==> config.mk <==
export PLATFORM = sky130hd
export DESIGN_NAME = fcc_move_branch
export DESIGN_NICKNAME = d
export VERILOG_FILES = /design/src/rtl/fcc_pkg.sv /design/src/rtl/fcc_window.sv /design/src/rtl/fcc_branch.sv /design/src/rtl/fcc_move.sv /design/src/rtl/fcc_move_branch.sv
export SDC_FILE = /design/constraint.sdc
export NUM_CORES = 1
export LEC_CHECK = 0
export ABC_CLOCK_PERIOD_IN_PS = 5300
export CAP_MARGIN = 15
export CORE_ASPECT_RATIO = 0.6
export CORE_MARGIN = 2
export CORE_UTILIZATION = 43
export CTS_CLUSTER_SIZE = 16
export DETAILED_ROUTE_END_ITERATION = 8
export GPL_TIMING_DRIVEN = 0
export MAX_ROUTING_LAYER = met4
export PLACE_DENSITY = 0.95
export SYNTH_ARGS = -nofsm -noshare
export SYNTH_HDL_FRONTEND = slang
export SYNTH_HIERARCHICAL = 1
export SYNTH_SLANG_ARGS = --single-unit
==> constraint.sdc <==
create_clock -name clk -period 5.3 [get_ports clk]
set_input_delay 1.06 -clock clk [delete_from_list [all_inputs] [get_ports clk]]
set_output_delay 1.06 -clock clk [all_outputs]
set_load 0.05 [all_outputs]
==> src/rtl/fcc_pkg.sv <==
package fcc_pkg;

    typedef enum logic [3:0] {
        OP_BF1 = 4'd0,
        OP_BF2 = 4'd1,
        OP_BF4 = 4'd2,
        OP_BT1 = 4'd3,
        OP_BT2 = 4'd4,
        OP_BT4 = 4'd5,
        OP_MFD = 4'd6,
        OP_MTD = 4'd7,
        OP_MFS = 4'd8,
        OP_MTS = 4'd9,
        OP_MFP = 4'd10,
        OP_MTP = 4'd11,
        OP_MZ  = 4'd12,
        OP_MN  = 4'd13,
        OP_ALN = 4'd14,
        OP_NOP = 4'd15
    } fcc_op_e;

    typedef enum logic {
        ST_EMPTY = 1'b0,
        ST_FULL  = 1'b1
    } stage_e;

    localparam int WIN_W = 4;

endpackage

==> src/rtl/fcc_window.sv <==
module fcc_window #(
    parameter int CC_W  = 8,
    parameter int IDX_W = 3,
    parameter int WIN   = 4
) (
    input  logic [CC_W-1:0]  cc_vec,
    input  logic [IDX_W-1:0] idx,
    output logic [WIN-1:0]   win
);
    localparam int PW = IDX_W + 2;

    for (genvar i = 0; i < WIN; i++) begin : g_bit
        logic [PW-1:0] pos;
        assign pos    = PW'(idx) + PW'(i);
        // flags past the top of the vector read as clear
        assign win[i] = (pos < PW'(CC_W)) ? cc_vec[pos[IDX_W-1:0]] : 1'b0;
    end

endmodule

==> src/rtl/fcc_branch.sv <==
module fcc_branch
    import fcc_pkg::*;
#(
    parameter int WIN = 4
) (
    input  fcc_op_e        op,
    input  logic [WIN-1:0] win,
    output logic           taken
);
    logic [WIN-1:0] mask;
    logic           want_set;
    logic           is_br;

    always_comb begin
        mask     = '0;
        want_set = 1'b0;
        is_br    = 1'b1;
        unique case (op)
            OP_BF1: mask = WIN'(4'b0001);
            OP_BF2: mask = WIN'(4'b0011);
            OP_BF4: mask = WIN'(4'b1111);
            OP_BT1: begin mask = WIN'(4'b0001); want_set = 1'b1; end
            OP_BT2: begin mask = WIN'(4'b0011); want_set = 1'b1; end
            OP_BT4: begin mask = WIN'(4'b1111); want_set = 1'b1; end
            default: is_br = 1'b0;
        endcase
        if (!is_br)
            taken = 1'b0;
        else if (want_set)
            taken = |(win & mask);
        else
            taken = |(~win & mask);
    end

endmodule

==> src/rtl/fcc_move.sv <==
module fcc_move
    import fcc_pkg::*;
#(
    parameter int HALF_W     = 32,
    parameter int GPR_W      = 64,
    parameter bit BIG_ENDIAN = 1'b1
) (
    input  fcc_op_e             op,
    input  logic [1:0]          win,
    input  logic [GPR_W-1:0]    gpr,
    input  logic [2*HALF_W-1:0] src_a,
    input  logic [2*HALF_W-1:0] src_b,
    input  logic [2*HALF_W-1:0] dst_old,
    output logic [2*HALF_W-1:0] wr_data
);
    localparam int DW = 2 * HALF_W;

    logic [HALF_W-1:0] a_lo, a_hi, b_lo, b_hi, d_lo, d_hi;
    logic              lo_en, hi_en, gpr_zero;
    logic [DW-1:0]     swizzle;

    assign a_lo     = src_a[HALF_W-1:0];
    assign a_hi     = src_a[DW-1:HALF_W];
    assign b_lo     = src_b[HALF_W-1:0];
    assign b_hi     = src_b[DW-1:HALF_W];
    assign d_lo     = dst_old[HALF_W-1:0];
    assign d_hi     = dst_old[DW-1:HALF_W];
    assign gpr_zero = (gpr == '0);

    if (BIG_ENDIAN) begin : g_big
        assign swizzle = {a_lo, b_hi};
    end else begin : g_little
        assign swizzle = {b_lo, a_hi};
    end

    always_comb begin
        lo_en = 1'b0;
        hi_en = 1'b0;
        unique case (op)
            OP_MFD: begin lo_en = ~win[0]; hi_en = ~win[0]; end
            OP_MTD: begin lo_en =  win[0]; hi_en =  win[0]; end
            OP_MFS: lo_en = ~win[0];
            OP_MTS: lo_en =  win[0];
            OP_MFP: begin lo_en = ~win[0]; hi_en = ~win[1]; end
            OP_MTP: begin lo_en =  win[0]; hi_en =  win[1]; end
            OP_MZ:  begin lo_en =  gpr_zero; hi_en =  gpr_zero; end
            OP_MN:  begin lo_en = ~gpr_zero; hi_en = ~gpr_zero; end
            default: ;
        endcase
        if (op == OP_ALN) begin
            unique case (gpr[2:0])
                3'd0:    wr_data = src_a;
                3'd4:    wr_data = swizzle;
                default: wr_data = dst_old;
            endcase
        end else begin
            wr_data = {hi_en ? a_hi : d_hi, lo_en ? a_lo : d_lo};
        end
    end

endmodule

==> src/rtl/fcc_move_branch.sv <==
module fcc_move_branch
    import fcc_pkg::*;
#(
    parameter int HALF_W     = 32,
    parameter int CC_W       = 8,
    parameter int GPR_W      = 64,
    parameter bit BIG_ENDIAN = 1'b1
) (
    input  logic                    clk,
    input  logic                    rst_n,
    input  logic                    in_valid,
    input  logic [3:0]              op,
    input  logic [CC_W-1:0]         cc_vec,
    input  logic [$clog2(CC_W)-1:0] cc_idx,
    input  logic [GPR_W-1:0]        gpr,
    input  logic [2*HALF_W-1:0]     src_a,
    input  logic [2*HALF_W-1:0]     src_b,
    input  logic [2*HALF_W-1:0]     dst_old,
    output logic                    out_valid,
    output logic                    taken,
    output logic [2*HALF_W-1:0]     wr_data
);
    localparam int IDX_W = $clog2(CC_W);
    localparam int DW    = 2 * HALF_W;

    fcc_op_e       op_e;
    logic [WIN_W-1:0] win;
    logic          br_taken;
    logic [DW-1:0] mv_data;
    stage_e        state_q, state_d;

    assign op_e = fcc_op_e'(op);

    fcc_window #(.CC_W(CC_W), .IDX_W(IDX_W), .WIN(WIN_W)) u_win (
        .cc_vec (cc_vec),
        .idx    (cc_idx),
        .win    (win)
    );

    fcc_branch #(.WIN(WIN_W)) u_br (
        .op    (op_e),
        .win   (win),
        .taken (br_taken)
    );

    fcc_move #(.HALF_W(HALF_W), .GPR_W(GPR_W), .BIG_ENDIAN(BIG_ENDIAN)) u_mv (
        .op      (op_e),
        .win     (win[1:0]),
        .gpr     (gpr),
        .src_a   (src_a),
        .src_b   (src_b),
        .dst_old (dst_old),
        .wr_data (mv_data)
    );

    always_comb begin
        unique case (state_q)
            ST_EMPTY: state_d = in_valid ? ST_FULL : ST_EMPTY;
            ST_FULL:  state_d = in_valid ? ST_FULL : ST_EMPTY;
            default:  state_d = ST_EMPTY;
        endcase
    end

    always_ff @(posedge clk) begin
        if (!rst_n) state_q <= ST_EMPTY;
        else        state_q <= state_d;
    end

    always_ff @(posedge clk) begin
        if (!rst_n) begin
            taken   <= 1'b0;
            wr_data <= '0;
        end else if (in_valid) begin
            taken   <= br_taken;
            wr_data <= mv_data;
        end
    end

    assign out_valid = (state_q == ST_FULL);

    AST_SINGLE_TRUE: assert property (@(posedge clk) disable iff (!rst_n)
        out_valid && $past(op) == OP_BT1 |-> taken == $past(cc_vec[cc_idx]));

    AST_MOVE_NO_TAKE: assert property (@(posedge clk) disable iff (!rst_n)
        out_valid && $past(op) >= OP_MFD |-> !taken);

    AST_ZERO_KEEP: assert property (@(posedge clk) disable iff (!rst_n)
        out_valid && $past(op) == OP_MZ && $past(gpr) != '0 |-> wr_data == $past(dst_old));

    AST_ALIGN_PASS: assert property (@(posedge clk) disable iff (!rst_n)
        out_valid && $past(op) == OP_ALN && $past(gpr[2:0]) == 3'd0 |-> wr_data == $past(src_a));

    AST_SINGLE_UPPER: assert property (@(posedge clk) disable iff (!rst_n)
        out_valid && ($past(op) == OP_MFS || $past(op) == OP_MTS)
        |-> wr_data[DW-1:HALF_W] == $past(dst_old[DW-1:HALF_W]));

    AST_HOLD_IDLE: assert property (@(posedge clk) disable iff (!rst_n)
        $past(rst_n) && !$past(in_valid) |-> $stable(wr_data) && !out_valid);

endmodule

==> summary.md <==
| Metric | Value |
|---|---|
| Clock share of power | 31.2% |
| DR vias | about 7,500 |
| Top delay family on crit path | buffers and inverters |
| Largest net degree at the start of global routing | 13 |
| Vias in the first global route | 7,057 |
| Hold Buf Count CTS | 0 |
| Hold Crit Class | flop to flop |
| Port Buffers | about 310 |
| # Max-Cap Violations | 0 |
| Row cnt | 33 |
| F_max | between 200 and 250 MHz |
| Post-synth EDFFs | 0 |
| Critical Path RT | between 5 and 6 ns |
| Comb pwr share | 41.7% |
| Ys Warns | 6 |
| Die H | around 96 um |
| Sequential share of the synthesized area | ~22% |
| Min-delay src | wr_data[9] |
| Clk_lat worst skew | 0.32 ns |
| Endpoints failing setup | 0 |
| CTS Buffer Depth | 2 |
| Number of buffers created by CTS | 9 |
| Prevailing post-synth register cell | dfxtp_1 |
| Ranking of synthesized cells by area | dfxtp_1, mux2i_1, nor2b_1 |
| Most frequent cell after synthesis | mux2i_1 |
| Critical Path AT | 4.68 ns |
| GRT Util Overall | 34.86% |
| First-iteration detailed-routing DRC count | roughly 1,000 |
| Final min period | 4.435 ns |
| Internal Power | 1.368 mW |
| Grt ovf | 0 |
| Synth Instances | ~730 |
| Avg Cell Area, Syn | about 8.3 um2 |
| Status | finished clean |
| Synthesis-to-layout area growth | 59.03% |
| DRT Pass-1 Iters | 8 |
| First-pass GRT wire length | 39.51 mm |
| Die area | ~0.015 mm2 |
| Chip width | 158.0 um |
| Area share of the largest cell type after synthesis | 21.60% |
| Layout cells sized above 1 | 7.400% |
| Dpl hpwl | approximately 21 mm |
| Worst hold slack | 0.5160 ns |
| Final Wtd Congestion | 0.9846 |
| Core area | 0.01379 mm2 |
| Setup crit start | cc_idx[0] |
| Setup CP Type | input pin to flop |
| Post-CTS setup repair buffer count | 0 |
| CTS resizes | 0 |
| CP max stage delay | 0.54 ns |
| Synth cell types | 44 |
| Final wirelength | 27.00 mm |
| Final setup TNS | 0 ns |
| Syn Nets | between 1,000 and 1,500 |
| Buffers and inverters on the worst path | 4 |
| LEAKAGE | 3.773 nW |
| Synthesis-stage register bit count | 66 |
| Worst-margin pin slew | 0.8733 ns |
| CP max FO | 10 |
| N_diodes | 0 |
| Number of top-level pins | 340 |
| Initial Util | 44.36% |
| Final period util | between 80% and 90% |
| Switching Share | between 30% and 40% |
| CTS tree | built |
| Sequential share of power | 27.0% |
| Mapped Area | ~0.0061 mm2 |
| Slew Limit Fails | 0 |
| Startpoint class of the critical path | input pin |
| Routed len/inst | 21.67 um |
| Drt via density | ~6.1 |
| P per Cell Area | around 210 mW/mm2 |
| Clock sinks | 66 |
| Htree depth | 3 |
| Launch point of the worst reg-to-reg path | wr_data[3] |
| Clock transition at path regs | around 0.060 ns |
| Max VDD drop | 0.1941 mV |
| Worst Clk Skew | 0 ns |
| CP Capture Type | flop |
| Initial antenna violation count | 0 |
| Rel. slew slack | a little over two fifths |
| Area leader, netlist | dfxtp_1 |
| RSZ-0062 raised after global routing | false |
| Residual DRC | 0 |
| Net switching power | 0.7178 mW |
| Slowest-stage cell, CP | clkdlybuf4s50_1 |
| Async SR Flop Fraction | 0% |
| Remaining antenna violation count | 0 |
| Clk root buf | clkbuf_16 |
| Post-synth top cells | mux2i_1, o21ai_0, dfxtp_1 |
| Final net count | 1,328 |
| CP cell instances | clkdlybuf4s50_1 > buf_6 > inv_1 > ha_1 > mux4_2 > mux2i_1 > a21oi_1 > xor2_1 > o22ai_1 > and2_1 > clkbuf_1 > o21ai_0 > a21oi_1 > mux2i_1 > nor2b_1 |
| Hold Violations, Final | 0 |
[logic make-up (layout without fill, tap and decap cells)]
group,after synthesis,count (layout),synth area share (%)
adder cells (fa/ha/maj),4,4,0.8182
AND/OR/NAND/NOR,204,204,17.86
flip-flops,66,66,21.60
AO/OA/AOI/OAI,235,235,25.73
multiplexers,141,141,25.22
buffers and inverters,80,400,8.202
XOR/XNOR,4,4,0.5728
[metrics by stage]
stage	cells	setup WS, ns	cell area [um2]	utilization [%]	total power [mW]
floorplan	734	2.022	6117	-	1.043
global placement	1231	0.9106	9410	68.24	1.404
detailed placement	1231	0.7345	9410	68.24	1.424
CTS	1246	1.074	9728	70.54	2.076
global route	1246	0.7566	9728	70.54	2.163
finish	1246	0.8647	9728	70.54	2.086
[worst reg2reg max path, stage by stage, from the launching register on]
cell and delay (ns):
dfxtp_1 0.32, mux2i_1 0.21, nor2b_1 0.09
[power groups by stage]
stage / sequential (mW) / combinational (mW) / clock, mW
floorplan: 0.715 / 0.328 / 0
global placement: 0.572 / 0.833 / 0
detailed placement: 0.573 / 0.851 / 0
CTS: 0.563 / 0.854 / 0.658
global route: 0.568 / 0.909 / 0.686
finish: 0.564 / 0.870 / 0.652
[metal layers]
metal	GRT usage (%)	vias up	part of all wire (%)
li1	-	3401	-
met1	45.49	3395	41
met2	54.42	657	43
met3	7.583	93	12
met4	10.96	0	3.1
met5	-	-	0
[state kept, by name, indices dropped and copies added (netlist names)]
register   flops
wr_data       64
out_valid      1
taken          1
[cells in the final DEF, fill, tap and decap left out, types with 4 or more instances in the layout]
cell,count
mux2i_1,132
nor2_1,33
a211oi_1,33
nor4_2,5
buf_1,5
dfxtp_1,66
a31oi_1,64
nand2_1,40
clkbuf_1,45
nor3_1,33
a21oi_1,36
clkbuf_16,9
mux4_1,7
o211ai_2,30
clkbuf_2,7
clkdlybuf4s50_1,305
nor4_1,12
nor2b_1,65
nand4_1,5
ha_1,4
buf_12,8
o21ai_0,67
[path summary, 6_finish.rpt]
path	endpoint	slack (ns)	cells past startpoint
worst max-delay path	wr_data[38]	0.86	15
worst min-delay path	wr_data[9]	0.52	2
worst max register to register	wr_data[3]	4.56	2
worst min register to register	wr_data[9]	0.52	2
[area by class of cell]
| class | count | area [um2] |
|---|---|---|
| Clock inverter | 5 | 78.83 |
| Sequential cell | 66 | 1321 |
| Clock buffer | 10 | 239.0 |
| Tap cell | 192 | 240.2 |
| Multi-Input combinational cell | 588 | 4294 |
| Timing Repair Buffer | 305 | 3053 |
| Fill cell | 1063 | 4063 |
| Buffer | 77 | 490.5 |
| Inverter | 3 | 11.26 |
(Power assumes the default switching activity.)
